## config.mk

```make
export PLATFORM = sky130hd
export DESIGN_NAME = small_alu
export DESIGN_NICKNAME = d
export VERILOG_FILES = /design/src/rtl/small_alu.sv
export SDC_FILE = /design/constraint.sdc
export NUM_CORES = 1
export LEC_CHECK = 0
export BUFFER_PORTS_ARGS = -buffer_cell sky130_fd_sc_hd__buf_2
export CAP_MARGIN = 25
export CORE_MARGIN = 1.5
export CORE_UTILIZATION = 40
export DETAILED_ROUTE_END_ITERATION = 10
export GPL_TIMING_DRIVEN = 0
export PLACE_DENSITY_LB_ADDON = 0.1
export SLEW_MARGIN = 5
export SYNTH_ARGS = -nofsm -noshare
export SYNTH_HDL_FRONTEND = slang
export SYNTH_SLANG_ARGS = --single-unit
```

## constraint.sdc

```tcl
create_clock -name vclk -period 6.9
set_clock_uncertainty 0.05 [all_clocks]
set_input_delay 0.69 -clock vclk [all_inputs]
set_output_delay 0.69 -clock vclk [all_outputs]
set_load 0.005 [all_outputs]
```

## src/rtl/small_alu.sv

```systemverilog
module small_alu #(
  parameter int W   = 8,
  parameter int OPW = 4
) (
  input  logic [W-1:0]   a_in,
  input  logic [W-1:0]   b_in,
  input  logic [OPW-1:0] op_sel,
  output logic [2*W-1:0] result
);
  localparam int RW = 2 * W;

  localparam logic [OPW-1:0] OP_ADD  = OPW'(0);
  localparam logic [OPW-1:0] OP_SUBA = OPW'(1);
  localparam logic [OPW-1:0] OP_SUBB = OPW'(2);
  localparam logic [OPW-1:0] OP_INCA = OPW'(3);
  localparam logic [OPW-1:0] OP_INCB = OPW'(4);
  localparam logic [OPW-1:0] OP_DECA = OPW'(5);
  localparam logic [OPW-1:0] OP_DECB = OPW'(6);
  localparam logic [OPW-1:0] OP_MUL  = OPW'(7);
  localparam logic [OPW-1:0] OP_NOTA = OPW'(8);
  localparam logic [OPW-1:0] OP_NOTB = OPW'(9);
  localparam logic [OPW-1:0] OP_AND  = OPW'(10);
  localparam logic [OPW-1:0] OP_OR   = OPW'(11);
  localparam logic [OPW-1:0] OP_XOR  = OPW'(12);
  localparam logic [OPW-1:0] OP_CMP  = OPW'(13);

  logic [W-1:0] add_x, add_y, add_s;
  logic         add_ci;
  logic [W:0]   carry;

  always_comb begin
    add_x  = a_in;
    add_y  = b_in;
    add_ci = 1'b0;
    case (op_sel)
      OP_SUBA, OP_CMP: begin add_y = ~b_in; add_ci = 1'b1; end
      OP_SUBB:         begin add_x = b_in; add_y = ~a_in; add_ci = 1'b1; end
      OP_INCA:         begin add_y = '0; add_ci = 1'b1; end
      OP_INCB:         begin add_x = b_in; add_y = '0; add_ci = 1'b1; end
      OP_DECA:         add_y = '1;
      OP_DECB:         begin add_x = b_in; add_y = '1; end
      default: ;
    endcase
  end

  assign carry[0] = add_ci;
  for (genvar i = 0; i < W; i++) begin : g_rca
    assign add_s[i]     = add_x[i] ^ add_y[i] ^ carry[i];
    assign carry[i + 1] = (add_x[i] & add_y[i]) | (carry[i] & (add_x[i] ^ add_y[i]));
  end

  logic [RW-1:0] acc [0:W];
  assign acc[0] = '0;
  for (genvar r = 0; r < W; r++) begin : g_mul
    assign acc[r + 1] = acc[r] + ({{W{1'b0}}, (b_in[r] ? a_in : {W{1'b0}})} << r);
  end

  logic [RW-1:0] zext_sum, sext_diff, cmp_word;
  logic          is_zero;

  assign zext_sum  = {{(RW-W-1){1'b0}}, carry[W], add_s};
  assign sext_diff = {{(RW-W){~carry[W]}}, add_s};
  assign is_zero   = (add_s == '0);
  assign cmp_word  = {{(RW-3){1'b0}}, carry[W] & ~is_zero, ~carry[W], carry[W] & is_zero};

  always_comb begin
    case (op_sel)
      OP_ADD, OP_INCA, OP_INCB:           result = zext_sum;
      OP_SUBA, OP_SUBB, OP_DECA, OP_DECB: result = sext_diff;
      OP_MUL:                             result = acc[W];
      OP_NOTA:                            result = {{W{1'b0}}, ~a_in};
      OP_NOTB:                            result = {{W{1'b0}}, ~b_in};
      OP_AND:                             result = {{W{1'b0}}, a_in & b_in};
      OP_OR:                              result = {{W{1'b0}}, a_in | b_in};
      OP_XOR:                             result = {{W{1'b0}}, a_in ^ b_in};
      OP_CMP:                             result = cmp_word;
      default:                            result = '0;
    endcase
  end
endmodule


```

* Word-level counts from Yosys, hierarchy flattened
Cells that the tools add are included.
** Storage, ports and cells
- Register bits after elaboration :: 0
- Output and inout bits :: 16
- Logic and storage cells :: 90
** Cells by class
- $add $sub $neg :: 7
- Eq/ne operators :: 13
- Muxes and demuxes :: 12
- Bitwise gates (word level) :: 49
- Reduce and logical (&&, ||, !) cells :: 9
** Operator list (number)
- $pmux 16 s9 :: 1
- $mux 8 :: 9
- $pmux 8 s4 :: 1
- $eq 4x4->1 const B :: 6
- $and 1x1->1 :: 18
- $add 15x15->16 :: 1
- $eq 4x3->1 const B :: 4
- $not 8->8 :: 2
- $xor 1x1->1 :: 16
- $add 14x14->15 :: 1
- $add 13x13->14 :: 1
- $add 12x12->13 :: 1
- $add 11x11->12 :: 1
- $add 10x10->11 :: 1
- $add 8x9->10 :: 1
- $and 8x8->8 :: 1
- $eq 4x2->1 const B :: 2
- $logic_not 8->1 :: 1
- $or 1x1->1 :: 8
- $or 8x8->8 :: 1
- $xor 8x8->8 :: 1
- $reduce_or 2->1 :: 3
- $reduce_or 3->1 :: 2
- $reduce_or 5->1 :: 1
- 5 further kinds :: 6

* Logic depth before layout (Yosys ltp)
Gate-level depths: netlist of the first run.
- Depth after elaboration :: 23
- Depth in mapped cells :: 21

* Worst setup path after synthesis of the first run
No wires, ideal clock.
- Path kind :: in2out
- Start point :: in op_sel[0]
- End point :: out result[7]
- Arrival :: 5.190 ns
- Data required time :: 6.160 ns
- Path slack :: 0.970 ns
- Cell stages on the path :: 19
- Path through :: buf_4 > nor3_1 > buf_4 > o21ai_0 > fa_1 > fa_1 > fa_1 > fa_1 > fa_1 > inv_1 > fa_1 > fa_1 > inv_1 > fa_1 > nor2b_1 > a31oi_1 > nor2_1 > a221o_1 > a21o_1
** On the way
- Word-level cells in the longest chain between the ends :: 20
- Elaborated cells between the ends (all ways) :: 55
** Ends and longest elaborated chain
- start: declaration :: line 7 : input logic [OPW-1:0] op_sel,
- $eq 4x3->1 (tied with other cells) :: line 35, 67
- $reduce_or 2->1 (no line) (tied with other cells)
- $pmux 8 s4 / $mux 8 (equally long branches) :: line 35 : case (op_sel)
- $xor 1x1->1 :: line 49 : assign carry[i + 1] = (add_x[i] & add_y[i]) | (carry[i] & (add_x[i] ^ add_y[i]));
- $and 1x1->1 :: line 49
- $or 1x1->1 :: line 49
- $and 1x1->1 :: line 49
- $or 1x1->1 :: line 49
- (+4 left out)
- $and 1x1->1 :: line 49
- $or 1x1->1 :: line 49
- $and 1x1->1 :: line 49
- $or 1x1->1 :: line 49
- $and 1x1->1 :: line 49
- $or 1x1->1 :: line 49
- $xor 1x1->1 :: line 48 : assign add_s[i] = add_x[i] ^ add_y[i] ^ carry[i];
- $pmux 16 s9 * :: line 67 : case (op_sel)
- end: declaration :: line 8 : output logic [2*W-1:0] result
Every way passes the cells marked *; elsewhere a longest branch is shown, timed or not.

* Worst setup path in the final report of the first run
- Start point :: in op_sel[0]
- End point :: out result[13]
** On the way
- Word-level cells in the longest chain between the ends :: 22
- Elaborated cells between the ends (all ways) :: 58
** Ends and longest elaborated chain
- $eq 4x3->1 (tied with other cells) :: line 35, 67
- $reduce_or 2->1 (no line) (tied with other cells)
- $pmux 8 s4 / $mux 8 (equally long branches) :: line 35
- $xor 1x1->1 :: line 49
- $and 1x1->1 :: line 49
- $or 1x1->1 :: line 49
- $and 1x1->1 :: line 49
- $or 1x1->1 :: line 49
- (+6 left out)
- $and 1x1->1 :: line 49
- $or 1x1->1 :: line 49
- $and 1x1->1 :: line 49
- $or 1x1->1 :: line 49
- $and 1x1->1 :: line 49
- $or 1x1->1 :: line 49
- $not 1->1 :: line 62 : assign sext_diff = {{(RW-W){~carry[W]}}, add_s};
- $pmux 16 s9 * :: line 67
Marked as above.

==> key figures, run 1 <==
Die
  – Die width: 95.17 um
  – Row cnt: 33
  – Die ar.: slightly above 0.009 mm2
  – Die H: 95.17 um
  – Initial Util: 41.36%
  – Core Box Area: just over 0.008 mm2
  – I/O pins: 36

Finish
  – Share of layout cells above drive strength 1: a little under an eighth
  – Final-layout clock buffer total: 0
  – Commonest non-fill, non-tap cells in the layout: 69 x nand2_1, 63 x inv_1, 47 x ha_1, 46 x fa_1, 42 x buf_2
  – Synth-to-Final Area Change: 8.579%
  – Commonest non-fill, non-tap cell in the layout: nand2_1
  – Register Area: 0 um2
  – Seq cells: 0
  – Fin nets: 602
  – # diodes: 0

Worst setup path
  – Crit path arrival time: 5830 ps
  – CP endpoint: result[13]
  – CP Launch Point: op_sel[0]
  – Critical path launch point type: input port
  – WP data required: 6160 ps
  – CP Max Fanout: 10
  – Crit Path Category: in2out
  – Crit end category: output pin

Yosys
  – Synth Area in Compound Gates: slightly above 20%
  – Main combinational cell family by area after synthesis: adder cells
  – Cell Area, Synth: 0.003398 mm2
  – Post-synth top area cell: fa_1
  – Post-Syn Nets: approximately 570
  – Top cell type's share of synthesized area: around 27%
  – Mean Syn Cell Area: 7.469 um2
  – Post-Synth Simple-Gate Area: 20.03%
  – Unique masters post-synth: a little under 50
  – Register area share after synthesis: 0%
  – Cell count after synthesis: 455
  – Post-synthesis adder-cell area fraction: 44.40%
  – Post-synthesis mux area share: 1.841%
  – Synth top area cells: fa_1 27%, ha_1 17%, nand2_1 7.6%
  – Post-Synth XOR/XNOR Area: 1.804%
  – Number of warnings issued by yosys: 0

Pwr
  – Leak Pwr: 0.001839 uW
  – Peak VDD IR: 90.74 uV
  – Sequential power share: 0%
  – Pwr dens: about 160 mW/mm2
  – Switch share: 58.98%
  – Internal: 238.0 uW
  – Sw Pwr: 342.2 uW
  – Gate power share: 100.0%
  – Clock power frac: 0%

Timing
  – Setup violators final: 0
  – Peak Freq: 152.2 MHz
  – Final Worst Setup Slack: 330.8 ps
  – Tmin final: 6569 ps
  – Slew headroom: 46.14%
  – Fin. max-slew vios: 0
  – Final cycle utilization of the critical path: 95.21%
  – Final setup TNS: 0 ps
  – Worst Tran Pin Value: 801.8 ps
  – Hold Vio Cnt, Final: 0
  – Unrepaired setup endpoints after global routing: false

Route
  – DR vias/cell: 5.742
  – First-pass iteration count of the detailed router: 5
  – Highest metal used: met4
  – DRC Markers: 0
  – Antenna viol nets, final: 0
  – WL met3: 670 um
  – Wire length on met2: 4.679 mm
  – Via Count: 3399
  – Initial DRC Count: 253
  – Wire per inst: 17.88 um
  – Routed wire length: 10.59 mm
  – Met1 Wirelength: 5.055 mm

Run status
  – Status: finished clean

Place
  – Post-Place Worst Slack: 315.3 ps
  – Buffers on Ports: 32
  – DP HPWL: 8.503 mm
  – GP Congestion: 0.9866

Global route
  – Initial antenna violation count: 0
  – Overall routing resource usage: between 20% and 30%
  – First-pass GRT wire length: 17.30 mm
  – Number of global-route vias before repair: between 3000 and 4000
  – Gr ovfl total: 0
  – Largest net degree at the start of global routing: 11

Job
  – Max cap viols: 0

Clock tree
  – Hold buffer count at cts: 0
  – Post-CTS setup buffer count: 0
  – CTS resizes: 0

Min path
  – Hold Crit Class: in2out
==> synthesized netlist by cell type (all sizes together), types with 4 or more instances <==
cell    instances
buf            16
mux2i           4
a221oi          6
nand3           6
inv            63
a31oi           4
nor2           42
ha             47
o21ai          39
nand4           4
a21oi          19
clkbuf         13
a21o            5
nor2b           4
xnor2           4
nand2          69
fa             46
nand2b          6
o22ai           6
and3            7
==> layout make-up <==
type / instances / area (um2)
plain buffers: 29 / 147.6
fillers: 882 / 4527
inverters: 63 / 236.5
multi-input cells: 363 / 3014
well taps: 105 / 131.4
repair buffers: 32 / 160.2
==> stage by stage <==
step	instance area [um2]	power (uW)	util, %	cells	hold slack (ps)
floorplan	3398	421.5	-	455	1538
global route	3690	666.3	44.91	592	1802
CTS	3690	580.7	44.91	592	1770
finish	3690	580.2	44.91	592	1766
detailed placement	3690	573.9	44.91	592	1771
global placement	3690	570.1	44.91	592	1772
==> power groups by stage <==
stage	Sequential (uW)	Combinational [uW]	Clock (uW)
finish	0	580	0
global route	0	666	0
global placement	0	570	0
CTS	0	581	0
floorplan	0	421	0
detailed placement	0	574	0
==> how the worst min path moves through the flow <==
| stage | from | endpoint | cells after the start |
|---|---|---|---|
| floorplan | a_in[1] | result[1] | 3 |
| global placement | op_sel[1] | result[11] | 4 |
| detailed placement | op_sel[1] | result[11] | 4 |
| CTS | op_sel[1] | result[11] | 4 |
| global route | op_sel[1] | result[11] | 4 |
| finish | op_sel[1] | result[11] | 4 |
==> metal layers <==
layer  GRT usage [%]  up-vias
met5               0        -
met4           3.358        0
met3           1.196       14
li1                -     1602
met2           39.18      139
met1           37.38     1644
==> logic make-up (layout without fill, tap and decap cells) <==
family	after synthesis	in the layout
fa+ha+maj	93	93
mux	5	5
xor+xnor	7	7
simple gates	149	149
compound gates	109	109
buf+inv	92	124
==> worst max-delay path, cell delays in order <==
cell and delay [ps]:
buf_4 150, nor3_1 670, buf_4 290, o21ai_0 120, fa_1 450, fa_1 390, fa_1 390, fa_1 390
fa_1 360, inv_1 70, fa_1 170, fa_1 160, inv_1 50, fa_1 340, clkbuf_1 230, or3_1 420
clkbuf_1 180, o311ai_0 110, buf_2 170
No activity file was read; power rests on OpenSTA's default activity.
==> run 2: changes to the inputs <==
CORE_UTILIZATION = 55   (was 40)
==> run 2 against run 1 <==
Non-clock buffer count unchanged. Setup slack lost 110 ps. Critical path depth unchanged. Die area down 26%. Critical endpoint unchanged. Largest power group unchanged.
==> key figures, run 2 (synthesis gave the netlist of run 1 again) <==
Route
  – Routed wire length: 10.41 mm (-1.7%)
  – Wire length on met2: 4.618 mm (-1.3%)
  – Met1 Wirelength: 4.515 mm (-11%)
  – DRC Markers: 0 (unchanged)
  – Via Count: 3518 (+3.5%)
  – Antenna viol nets, final: 0 (unchanged)
  – WL met3: 935 um (+40%)
  – Wire per inst: 18.52 um (+3.6%)
  – First-pass iteration count of the detailed router: 7 (+2)
  – DR vias/cell: 6.260 (+9.0%)
  – Initial DRC Count: 322 (+27%)
  – Highest metal used: met4

Place
  – Placed instance area: 0.003652 mm2 (-1.0%)
  – DP HPWL: 8.385 mm (-1.4%)
  – GP Congestion: 0.9609 (-2.6%)
  – Buffers on Ports: 32 (unchanged)
  – Placed cells: 562 (-5.1%)

Worst setup path
  – Crit path arrival time: 5930 ps (+100 ps)
  – WP data required: 6160 ps (about the same)
  – Crit end category: output pin
  – Critical path launch point type: input port
  – Critical-path top delay cell: nor3_1
  – CP Cell Sequence: buf_4 > nor3_1 > buf_4 > o21ai_0 > fa_1 > fa_1 > fa_1 > fa_1 > fa_1 > inv_1 > fa_1 > fa_1 > inv_1 > fa_1 > clkbuf_1 > or3_1 > clkbuf_1 > o311ai_0 > buf_2
  – Crit Path Category: in2out
  – Cell depth of the worst setup path: 19 (unchanged)
  – Crit path buf inv count: 7 (unchanged)
  – CP Max Fanout: 10 (unchanged)
  – CP delay by family, top: adder cells
  – Crit-path max cell delay: 720 ps (+50 ps)
  – CP Launch Point: op_sel[0]
  – CP endpoint: result[13]
  – Most used cell, CP: fa_1

Clock tree
  – CTS resizes: 0 (unchanged)
  – Post-CTS setup buffer count: 0 (unchanged)
  – Hold buffer count at cts: 0 (unchanged)

Finish
  – Final-layout clock buffer total: 0 (unchanged)
  – Share of layout cells above drive strength 1: 11.70% (unchanged)
  – Register Area: 0 um2 (unchanged)
  – Synth-to-Final Area Change: 7.474%
  – # diodes: 0 (unchanged)
  – Commonest non-fill, non-tap cell in the layout: nand2_1
  – Core Util, Final: 61.32% (+16 points)
  – Commonest non-fill, non-tap cells in the layout: 69 x nand2_1, 63 x inv_1, 47 x ha_1, 46 x fa_1, 42 x buf_2
  – Filler instances: 568 (-36%)
  – Post-Layout Inst Area: 0.003652 mm2 (-1.0%)
  – Non-filler cells, final: 562 (-5.1%)
  – Fin nets: 602 (unchanged)
  – Seq cells: 0 (unchanged)

Global route
  – First-pass GRT wire length: 16.68 mm (-3.5%)
  – Number of global-route vias before repair: 3362 (+5.9%)
  – Gr ovfl total: 0 (unchanged)
  – Overall routing resource usage: 32.97% (+8.4 points)
  – Initial antenna violation count: 0 (unchanged)
  – Largest net degree at the start of global routing: 11 (unchanged)

Die
  – Die H: 81.61 um (-14%)
  – Row cnt: 28 (-15%)
  – Core Box Area: 0.005956 mm2 (-28%)
  – I/O pins: 36 (unchanged)
  – Initial Util: 57.06% (+16 points)
  – Die ar.: 0.006659 mm2 (-26%)
  – Die width: 81.61 um (-14%)

Timing
  – Hold Vio Cnt, Final: 0 (unchanged)
  – Setup violators final: 0 (unchanged)
  – Worst Tran Pin Value: 863.9 ps (+62.15 ps)
  – Final setup TNS: 0 ps (unchanged)
  – Slew headroom: 41.96% (-4.2 points)
  – Peak Freq: 149.8 MHz (-1.6%)
  – Unrepaired setup endpoints after global routing: false
  – Final cycle utilization of the critical path: 96.73% (+1.5 points)
  – Tmin final: 6674 ps (+105.1 ps)
  – Fin. max-slew vios: 0 (unchanged)
  – Worst Hold Slack: 1776 ps (+9.560 ps)

Pwr
  – Peak VDD IR: 244.5 uV (+170%)
  – Pwr dens: 161.5 mW/mm2 (+2.7%)
  – Leak Pwr: 0.001839 uW (unchanged)

Run status
  – Status: finished clean

Job
  – Max cap viols: 0 (unchanged)

Min path
  – Hold Crit Class: in2out
run 2: cell counts in the layout (fill, tap and decap cells not counted):
No cell type changed its count.
run 2: layer usage:
| metal | GRT usage [%] | up-vias |
|---|---|---|
| li1 | - | 1602 |
| met3 | 4.222 | 28 |
| met2 | 52.64 | 215 |
| met4 | 10.17 | 0 |
| met1 | 46.39 | 1673 |
| met5 | 0 | - |
run 2: worst min-delay path, stage by stage:
cell and delay (ps):
buf_6 130, nand3_4 110, o31ai_1 90, buf_2 120
run 2: area by class of cell:
class / count / area, um2 / share of cell area (%)
Buffer: 29 / 147.6 / 4.042
Multi-Input combinational cell: 363 / 3014 / 82.53
Tap cell: 75 / 93.84 / 2.569
Timing Repair Buffer: 32 / 160.2 / 4.385
Inverter: 63 / 236.5 / 6.475
run 2: worst min path at each step:
stage | to | cells past startpoint | from
after floorplan | result[1] | 3 | a_in[1]
after global placement | result[11] | 4 | op_sel[1]
after detailed placement | result[15] | 4 | op_sel[1]
after CTS | result[15] | 4 | op_sel[1]
after global routing | result[15] | 4 | op_sel[1]
final | result[15] | 4 | op_sel[1]
run 2: report_power, final:
part / total (uW) / leakage [uW] / internal [uW] / switching, uW
registers: 0 / 0 / 0 / 0
clock network: 0 / 0 / 0 / 0
logic: 590 / 0.00184 / 241 / 349
run 2: metrics by stage:
step / setup WS [ps] / total power (uW)
final: 225.7 / 589.7
after global routing: 25.16 / 671.7
after CTS: 281.5 / 582.2
after detailed placement: 265.7 / 577.6
after global placement: 290.8 / 563.0
after floorplan: 970.4 / 421.5
